===== config.mk =====
export PLATFORM = sky130hd
export DESIGN_NAME = dma_ctrl_regs
export DESIGN_NICKNAME = d
export VERILOG_FILES = /design/src/rtl/dma_ctrl_pkg.sv /design/src/rtl/dma_status_reg.sv /design/src/rtl/dma_mask_reg.sv /design/src/rtl/dma_mode_bank.sv /design/src/rtl/dma_svc_scan.sv /design/src/rtl/dma_ctrl_regs.sv
export SDC_FILE = /design/constraint.sdc
export NUM_CORES = 1
export LEC_CHECK = 0
export ABC_AREA = 1
export CORE_ASPECT_RATIO = 0.9
export CORE_UTILIZATION = 40
export DETAILED_ROUTE_END_ITERATION = 12
export PLACE_DENSITY_LB_ADDON = 0.15
export SYNTH_ARGS = -nofsm -noshare
export SYNTH_HDL_FRONTEND = slang
export SYNTH_SLANG_ARGS = --single-unit

===== constraint.sdc =====
create_clock -name clk_i -period 2.1 [get_ports clk_i]
set_clock_uncertainty 0.15 [all_clocks]
set_input_delay 0.63 -clock clk_i [delete_from_list [all_inputs] [get_ports clk_i]]
set_output_delay 0.63 -clock clk_i [all_outputs]
set_load 0.1 [all_outputs]

===== src/rtl/dma_ctrl_pkg.sv =====
package dma_ctrl_pkg;
  typedef enum logic [2:0] {
    WF_CMD     = 3'd0,
    WF_SWREQ   = 3'd1,
    WF_MASK1   = 3'd2,
    WF_MODE    = 3'd3,
    WF_CLRFF   = 3'd4,
    WF_MRESET  = 3'd5,
    WF_UNMASK  = 3'd6,
    WF_MASKALL = 3'd7
  } wr_fn_e;

  typedef enum logic [2:0] {
    RF_STATUS = 3'd0,
    RF_MASK   = 3'd1
  } rd_fn_e;

  localparam logic [7:0] CMD_LEGAL = 8'h04;
endpackage


===== src/rtl/dma_status_reg.sv =====
module dma_status_reg #(
  parameter int NCH  = 4,
  localparam int CH_W = $clog2(NCH),
  localparam int SW   = 2 * NCH
) (
  input  logic            clk_i,
  input  logic            rst_ni,
  input  logic            rd_clr_i,
  input  logic [NCH-1:0]  tc_i,
  input  logic            req_we_i,
  input  logic [CH_W-1:0] req_ch_i,
  input  logic            req_set_i,
  input  logic [NCH-1:0]  hold_i,
  input  logic [NCH-1:0]  release_i,
  input  logic            mreset_i,
  output logic [SW-1:0]   status_o
);
  logic [SW-1:0] st_q, st_d;

  always_comb begin
    st_d = st_q;
    if (rd_clr_i) st_d[NCH-1:0] = '0;
    st_d[NCH-1:0] = st_d[NCH-1:0] | tc_i;
    if (req_we_i) begin
      st_d[NCH + int'(req_ch_i)] = req_set_i;
      st_d[int'(req_ch_i)]       = 1'b0;
    end
    // release has the last word over hold and software request
    st_d[SW-1:NCH] = (st_d[SW-1:NCH] | hold_i) & ~release_i;
    if (mreset_i) st_d = '0;
  end

  always_ff @(posedge clk_i or negedge rst_ni)
    if (!rst_ni) st_q <= '0;
    else         st_q <= st_d;

  assign status_o = st_q;
endmodule


===== src/rtl/dma_mask_reg.sv =====
module dma_mask_reg #(
  parameter int NCH = 4,
  parameter int DW  = 8,
  localparam int CH_W = $clog2(NCH)
) (
  input  logic            clk_i,
  input  logic            rst_ni,
  input  logic            single_we_i,
  input  logic [CH_W-1:0] ch_i,
  input  logic            set_i,
  input  logic            clr_all_i,
  input  logic            load_all_i,
  input  logic [DW-1:0]   data_i,
  input  logic            mreset_i,
  output logic [DW-1:0]   mask_o
);
  logic [DW-1:0] m_q, m_d;

  always_comb begin
    m_d = m_q;
    if (single_we_i) m_d[int'(ch_i)] = set_i;
    if (clr_all_i)   m_d = '0;
    if (load_all_i)  m_d = data_i;
    if (mreset_i)    m_d = '1;
  end

  always_ff @(posedge clk_i or negedge rst_ni)
    if (!rst_ni) m_q <= '1;
    else         m_q <= m_d;

  assign mask_o = m_q;
endmodule


===== src/rtl/dma_mode_bank.sv =====
module dma_mode_bank #(
  parameter int NCH = 4,
  parameter int DW  = 8,
  localparam int CH_W = $clog2(NCH)
) (
  input  logic              clk_i,
  input  logic              rst_ni,
  input  logic              we_i,
  input  logic [CH_W-1:0]   ch_i,
  input  logic [DW-1:0]     data_i,
  output logic [NCH*DW-1:0] modes_o
);
  for (genvar i = 0; i < NCH; i++) begin : g_ch
    logic [DW-1:0] mode_q;
    always_ff @(posedge clk_i or negedge rst_ni)
      if (!rst_ni)                          mode_q <= '0;
      else if (we_i && ch_i == CH_W'(i))    mode_q <= data_i;
    assign modes_o[i*DW +: DW] = mode_q;
  end
endmodule


===== src/rtl/dma_svc_scan.sv =====
module dma_svc_scan #(
  parameter int NCH = 4
) (
  input  logic [NCH-1:0] req_i,
  input  logic [NCH-1:0] mask_i,
  output logic [NCH-1:0] en_o,
  output logic [NCH-1:0] first_o
);
  logic [NCH:0] seen;
  assign en_o    = req_i & ~mask_i;
  assign seen[0] = 1'b0;
  for (genvar i = 0; i < NCH; i++) begin : g_scan
    assign first_o[i]  = en_o[i] & ~seen[i];
    assign seen[i+1]   = seen[i] | en_o[i];
  end
endmodule


===== src/rtl/dma_ctrl_regs.sv =====
module dma_ctrl_regs
  import dma_ctrl_pkg::*;
#(
  parameter int NCH = 4,
  parameter int DW  = 8,
  localparam int CH_W = $clog2(NCH),
  localparam int SW   = 2 * NCH
) (
  input  logic             clk_i,
  input  logic             rst_ni,
  input  logic             wr_en_i,
  input  logic [2:0]       wr_fn_i,
  input  logic [DW-1:0]    wr_data_i,
  input  logic [2:0]       rd_fn_i,
  input  logic             rd_en_i,
  output logic [DW-1:0]    rd_data_o,
  input  logic [NCH-1:0]   hold_i,
  input  logic [NCH-1:0]   release_i,
  input  logic [NCH-1:0]   tc_i,
  input  logic             ptr_toggle_i,
  output logic [NCH-1:0]   svc_en_o,
  output logic [NCH-1:0]   svc_first_o,
  output logic [DW-1:0]    cmd_o,
  output logic             ff_o,
  output logic [2*NCH-1:0] mode_xfer_o,
  output logic [NCH-1:0]   mode_auto_o,
  output logic [NCH-1:0]   mode_dec_o,
  output logic [2*NCH-1:0] mode_op_o
);
  logic we_cmd, we_req, we_mask1, we_mode, we_clrff, we_mrst, we_unmask, we_maskall;
  logic [CH_W-1:0] sel_ch;
  logic            sel_bit;
  logic [SW-1:0]   status;
  logic [DW-1:0]   mask;
  logic [NCH*DW-1:0] modes;
  logic [DW-1:0]   cmd_q;
  logic            ff_q;

  assign we_cmd     = wr_en_i && wr_fn_i == WF_CMD;
  assign we_req     = wr_en_i && wr_fn_i == WF_SWREQ;
  assign we_mask1   = wr_en_i && wr_fn_i == WF_MASK1;
  assign we_mode    = wr_en_i && wr_fn_i == WF_MODE;
  assign we_clrff   = wr_en_i && wr_fn_i == WF_CLRFF;
  assign we_mrst    = wr_en_i && wr_fn_i == WF_MRESET;
  assign we_unmask  = wr_en_i && wr_fn_i == WF_UNMASK;
  assign we_maskall = wr_en_i && wr_fn_i == WF_MASKALL;
  assign sel_ch     = wr_data_i[CH_W-1:0];
  assign sel_bit    = wr_data_i[CH_W];

  always_ff @(posedge clk_i or negedge rst_ni)
    if (!rst_ni)                                       cmd_q <= '0;
    else if (we_mrst)                                  cmd_q <= '0;
    else if (we_cmd && (wr_data_i & ~DW'(CMD_LEGAL)) == '0) cmd_q <= wr_data_i;

  always_ff @(posedge clk_i or negedge rst_ni)
    if (!rst_ni)                   ff_q <= 1'b0;
    else if (we_clrff || we_mrst)  ff_q <= 1'b0;
    else if (ptr_toggle_i)         ff_q <= ~ff_q;

  dma_status_reg #(.NCH(NCH)) u_status (
    .clk_i, .rst_ni,
    .rd_clr_i  (rd_en_i && rd_fn_i == RF_STATUS),
    .tc_i,
    .req_we_i  (we_req),
    .req_ch_i  (sel_ch),
    .req_set_i (sel_bit),
    .hold_i,
    .release_i,
    .mreset_i  (we_mrst),
    .status_o  (status)
  );

  dma_mask_reg #(.NCH(NCH), .DW(DW)) u_mask (
    .clk_i, .rst_ni,
    .single_we_i (we_mask1),
    .ch_i        (sel_ch),
    .set_i       (sel_bit),
    .clr_all_i   (we_unmask),
    .load_all_i  (we_maskall),
    .data_i      (wr_data_i),
    .mreset_i    (we_mrst),
    .mask_o      (mask)
  );

  dma_mode_bank #(.NCH(NCH), .DW(DW)) u_modes (
    .clk_i, .rst_ni,
    .we_i    (we_mode),
    .ch_i    (sel_ch),
    .data_i  (wr_data_i),
    .modes_o (modes)
  );

  dma_svc_scan #(.NCH(NCH)) u_scan (
    .req_i   (status[SW-1:NCH]),
    .mask_i  (mask[NCH-1:0]),
    .en_o    (svc_en_o),
    .first_o (svc_first_o)
  );

  for (genvar i = 0; i < NCH; i++) begin : g_dec
    assign mode_xfer_o[2*i +: 2] = modes[i*DW+2 +: 2];
    assign mode_auto_o[i]        = modes[i*DW+4];
    assign mode_dec_o[i]         = modes[i*DW+5];
    assign mode_op_o[2*i +: 2]   = modes[i*DW+6 +: 2];
  end

  always_comb
    case (rd_fn_i)
      RF_STATUS: rd_data_o = DW'(status);
      RF_MASK:   rd_data_o = mask;
      default:   rd_data_o = '0;
    endcase

  assign cmd_o = cmd_q;
  assign ff_o  = ff_q;
endmodule


After elaboration in Yosys (flattened, before gate mapping)
Cells that the tools add are included.
{"block": "totals", "ff_bits": 57, "latchBits": 0, "mem_bits_rw": 0, "mem_bits_ro": 0, "in_bits": 31, "out_inout_bits": 49, "word_cells": 83, "memories": 0}
{"block": "classes", "n_addsub": 1, "mul": 0, "div": 0, "magnitude_cmp": 4, "eq_ne": 11, "shifts": 0, "mux": 18, "bitwise": 17, "reduce_logical": 24}
{"op": "$mux W8", "n": 8}
{"op": "$ge A32 B1 Y1 const B", "n": 1}
{"op": "$lt A32 B5 Y1 const B", "n": 1}
{"op": "$bwmux W8", "n": 2}
{"op": "$logic_and A1 B1 Y1", "n": 16}
{"op": "$pmux W8 S2", "n": 1}
{"op": "$eq A3 B3 Y1 const B", "n": 4}
{"op": "$and A4 B4 Y4", "n": 2}
{"op": "$and A8 B8 Y8", "n": 1}
{"op": "$logic_not A8 Y1", "n": 1}
{"op": "$not A4 Y4", "n": 2}
{"op": "$not A4 Y8", "n": 1}
{"op": "$or A4 B4 Y4", "n": 2}
{"op": "$eq A3 B1 Y1 const B", "n": 2}
{"op": "$eq A3 B2 Y1 const B", "n": 2}
{"op": "$logic_not A3 Y1", "n": 2}
{"op": "$add A3 B2 Y4 const A", "n": 1}
{"op": "$eq A2 B2 Y1 const B", "n": 2}
{"op": "$lt A2 B4 Y1 const B", "n": 1}
{"op": "$mux W1", "n": 4}
{"op": "$mux W4", "n": 1}
{"op": "$not A1 Y1", "n": 4}
{"op": "$reduce_bool A2 Y1", "n": 2}
{"op": "$reduce_bool A4 Y1", "n": 1}
{"op": "8 further kinds", "n": 11}

Logic depth before layout (Yosys ltp)
{"block": "depth", "word_depth": 11, "mapped_depth": 8}

Hierarchy
Synthesis repeated with hierarchy kept, for this count alone.
{"block": "unflattened", "cells_unflattened": 354, "area_unflattened_um2": 2976.6}
{"module": "dma_mode_bank", "instances": 1, "cells_per_inst": 143, "area_per_inst_um2": 1436.4, "seq_area_each_um2": 800.8}
{"module": "dma_ctrl_regs", "instances": 1, "cells_per_inst": 81, "area_per_inst_um2": 564.3, "seq_area_each_um2": 225.2}
{"module": "dma_mask_reg", "instances": 1, "cells_per_inst": 63, "area_per_inst_um2": 465.4, "seq_area_each_um2": 210.2}
{"module": "dma_status_reg", "instances": 1, "cells_per_inst": 50, "area_per_inst_um2": 425.4, "seq_area_each_um2": 200.2}
{"module": "dma_svc_scan", "instances": 1, "cells_per_inst": 17, "area_per_inst_um2": 85.1, "seq_area_each_um2": 0.0}

Least setup slack after synthesis
OpenSTA, ideal clock, no wires.
{"block": "synth_path", "kind": "register -> output", "startpoint": "reg u_status.st_q[6] (netlist: u_status.status_o[6])", "endpoint": "out svc_first_o[2]", "arrival_time_ns": 3.164, "required_time_ns": 1.320, "slack_ns": -1.844, "path_stages_with_launch": 5, "path_cell_list": "dfrtp_1 -> inv_1 -> nor2_1 -> inv_1 -> nor2_1"}
{"block": "synth_between", "elab_chain_len": 2}
{"element": "from (decl)", "line": "dma_status_reg.sv:18", "text": "logic [SW-1:0] st_q, st_d;"}
{"element": "from (signal assigned)", "line": "dma_status_reg.sv:35", "text": "else st_q <= st_d;"}
{"element": "$and A4 B4 Y4", "line": "dma_svc_scan.sv:10", "text": "assign en_o = req_i & ~mask_i;"}
{"element": "named net svc_en_o[2]", "line": "dma_ctrl_regs.sv:21", "text": "output logic [NCH-1:0] svc_en_o,"}
{"element": "$and A1 B1 Y1", "line": "dma_svc_scan.sv:13", "text": "assign first_o[i] = en_o[i] & ~seen[i];"}
{"element": "to (decl)", "line": "dma_ctrl_regs.sv:22", "text": "output logic [NCH-1:0] svc_first_o,"}
The timed path passes the listed nets, and every way through them passes these cells.

Final worst setup path
{"block": "layout_path", "startpoint": "in rd_fn_i[2]", "endpoint": "out rd_data_o[3]"}
{"block": "layout_between", "elab_chain_len": 2}
{"element": "from (decl)", "line": "dma_ctrl_regs.sv:14", "text": "input logic [2:0] rd_fn_i,"}
{"element": "$eq A3 B1 Y1 / $logic_not A3 Y1 (equally long branches)", "line": "dma_ctrl_regs.sv:108", "text": "case (rd_fn_i)"}
{"element": "$pmux W8 S2 *", "line": "dma_ctrl_regs.sv:108"}
{"element": "to (decl)", "line": "dma_ctrl_regs.sv:16", "text": "output logic [DW-1:0] rd_data_o,"}
Mark *: on every way between the ends. The rest lies on a longest branch, timed or not.

==> results.json <==
{
  "status": "complete, but fails checks",
  "violations": "design-rule violations, negative setup slack",
  "io_pins": 80,
  "power.density_nw_per_um2": 878,
  "synth-seq-cells": 49,
  "slew_viol_final": 0,
  "clk_path_buf_depth": 2,
  "synth_top_area_cell": "dfrtp_1",
  "cp_slowest_stage_delay_ns": 0.18,
  "synth_area_per_cell_sq_um": 7.79,
  "hold_viol_final": 0,
  "fin_area_sq_um": 4370,
  "root_buffer": "clkbuf_8",
  "seq_area_frac_synth_pct": 51.2,
  "place_ws_ns": -0.581,
  "cap_violations": 0,
  "worstMarginPinSlew_ns": 0.429,
  "placedCellCount": 486,
  "synth_edf_count": 0,
  "nNetsFinal": 463,
  "path_clk_slew_ns": 0.09,
  "syn-cell-area_sq_um": 2420,
  "core_area_sq_um": 5760,
  "finalCritPeriodShare_pct": 108,
  "hpwl_um": 5260,
  "p_leak_nw": 2.09,
  "synth.area.top_cells": "dfrtp_1, nand2_1, dfstp_2",
  "firstDrtPassIters": 8,
  "h-tree-depth": 2,
  "clock_sinks": 49,
  "die_h_um": 75.7,
  "vdd_drop_max_uv": 613,
  "fin_hold_ws_ns": 0.0948,
  "routed_wl_um": 6790,
  "final_util_pct": 75.8,
  "drt-vias-per-instance": 4.85,
  "dieArea_sq_um": 6360,
  "startpoint_type": "primary input",
  "netlist.area_leader.share_pct": 42.5,
  "hp-class": "primary input to asynchronous set/reset pin",
  "grt_max_degree": 34,
  "netlist-cell-type-count": 19,
  "worstPathCellList": "buf_8 -> buf_6 -> nor3_4 -> buf_6 -> nand2_4 -> nand2_4 -> buf_12",
  "path_class": "primary input to output pin",
  "grt_pass1_wl_um": 10700,
  "relSlewSlack_pct": 71.4,
  "min_period_ns": 2.28,
  "yosys-top-cells-count": "nand2_1, inv_1, dfrtp_1, nor2_1, o21ai_0",
  "io_buffers": 79,
  "grt_remaining_overflow": 0,
  "async_flop_share_pct": 100,
  "antenna_found_initial": 0,
  "fin_cells": 503,
  "antennaDiodeCount": 0,
  "routedWlPerCell_um": 13.5,
  "cts_tree": "done",
  "critPathSlowestCell": "nor3_4",
  "rows": 26,
  "synthCells": 310,
  "drive_above_1_share_pct": 36.0,
  "die_w_um": 83.9,
  "rsz0062_at_grt": "yes",
  "setup_slack_ns": -0.175,
  "synthToLayoutAreaGrowth_pct": 80.7,
  "end_kind": "output pin",
  "cp_num_buf_inv": 4,
  "crit_path_max_fanout": 5,
  "syn-num-nets": 341,
  "max_freq_mhz": 440,
  "grt_use_total_pct": 22.1,
  "gp_congestion": 0.843,
  "yosys_most_used_dff": "dfrtp_1",
  "drt_iter0_drc": 202,
  "vias": 2440,
  "placed_area_sq_um": 4160,
  "cts_made_buffers": 5,
  "setup_violations": 11,
  "path_delay_family": "buffers and inverters",
  "cp.arrival_ns": 1.50,
  "fill_cells": 403,
  "drcViolationCount": 14,
  "worstPathRequired_ns": 1.32,
  "ant_nets": 0,
  "clock_latency_ns": 0.31,
  "start_util_pct": 42.0,
  "grt_pass1_vias": 2286,
  "yosys_warnings": 0,
  "yosysMostFrequentCell": "nand2_1"
}
## cell usage in the layout (no fill, tap or decap), types with 4 or more instances in the layout
cell              n
inv_1            41
o21ai_0          21
nand2_1          75
a21oi_1           5
nand2_4           9
inv_2             8
dfrtp_1          41
buf_4            36
o21ai_2           9
clkdlybuf4s50_1  26
dfstp_2           8
o21ai_1          15
nor2_1           31
clkbuf_8          5
nand3_1          18
nor2_4           11
o22ai_4           4
buf_12           51
## final cells by class
cell class	instances	area [sq um]	area share, %
multi-input combinational	206	1150	26.3
clock buffer	6	72.6	1.66
clock inverter	2	15.0	0.344
timing repair buffer	120	1620	37.0
sequential	49	1240	28.3
tap	70	87.6	2.01
inverter	50	190	4.36
## power by group
| part | total, mW | internal [mW] | switching [mW] | leakage [nW] |
|---|---|---|---|---|
| sequential | 1.26 | 1.10 | 0.155 | 0.608 |
| combinational | 2.02 | 0.726 | 1.29 | 1.45 |
| clock | 0.557 | 0.235 | 0.322 | 0.0374 |
## worst paths after layout
check | to | cells past startpoint | from | slack (ns)
worst max-delay path | rd_data_o[3] | 7 | rd_fn_i[2] | -0.18
worst min-delay path | u_status.status_o[7] | 1 | rst_ni | 0.09
worst max register to register | u_status.status_o[5] | 8 | u_status.status_o[5] | 0.89
worst min register to register | u_mask.mask_o[2] | 2 | u_mask.mask_o[2] | 0.38
max in group asynchronous | u_modes.g_ch[2].mode_q[2] | 2 | rst_ni | 1.19
min in group clk_i | u_mask.mask_o[2] | 2 | u_mask.mask_o[2] | 0.38
## sequential cells by signal (all words and copies together), names as in the netlist
name and count:
cmd_o 8, ff_o 1, u_mask.mask_o 8, u_modes.g_ch.mode_q 24, u_status.status_o 8
## through the flow
step	total power, mW	setup TNS (ns)
floorplan	2.43	-1.67
global placement	3.23	-4.03
detailed placement	3.25	-5.00
CTS	3.84	-1.60
global route	3.97	-1.71
finish	3.83	-1.28
## cell families after synthesis
group           Yosys count  share of synthesized area, %
buf+inv                  55                          9.63
compound gates           55                          13.0
xor+xnor                  1                         0.363
simple gates            150                          25.8
flops                    49                          51.2
## routing by layer
layer	up-vias	track usage [%]	part of all wire [%]
met1	1143	29.3	47
met2	75	37.9	48
met4	0	7.85	1.4
met3	9	3.36	4.3
li1	1213	-	-
met5	-	0	0
## repair_timing
| action | CTS | global route |
|---|---|---|
| setup endpoints to repair | 13 | 13 |
| resized for setup | 31 | 1 |
| pin swaps | 5 | 2 |
| hold endpoints to repair | 0 | 0 |
| hold buffers | 0 | 0 |
| buffers inserted | 6 | 3 |
## worst register-to-register path: cells and delay by family (launching register included)
kind | cells | cell delay (ns)
and+or+nand+nor | 5 | 0.26
DFF | 1 | 0.41
buffers and inverters | 3 | 0.31
No activity file was read; power rests on OpenSTA's default activity.
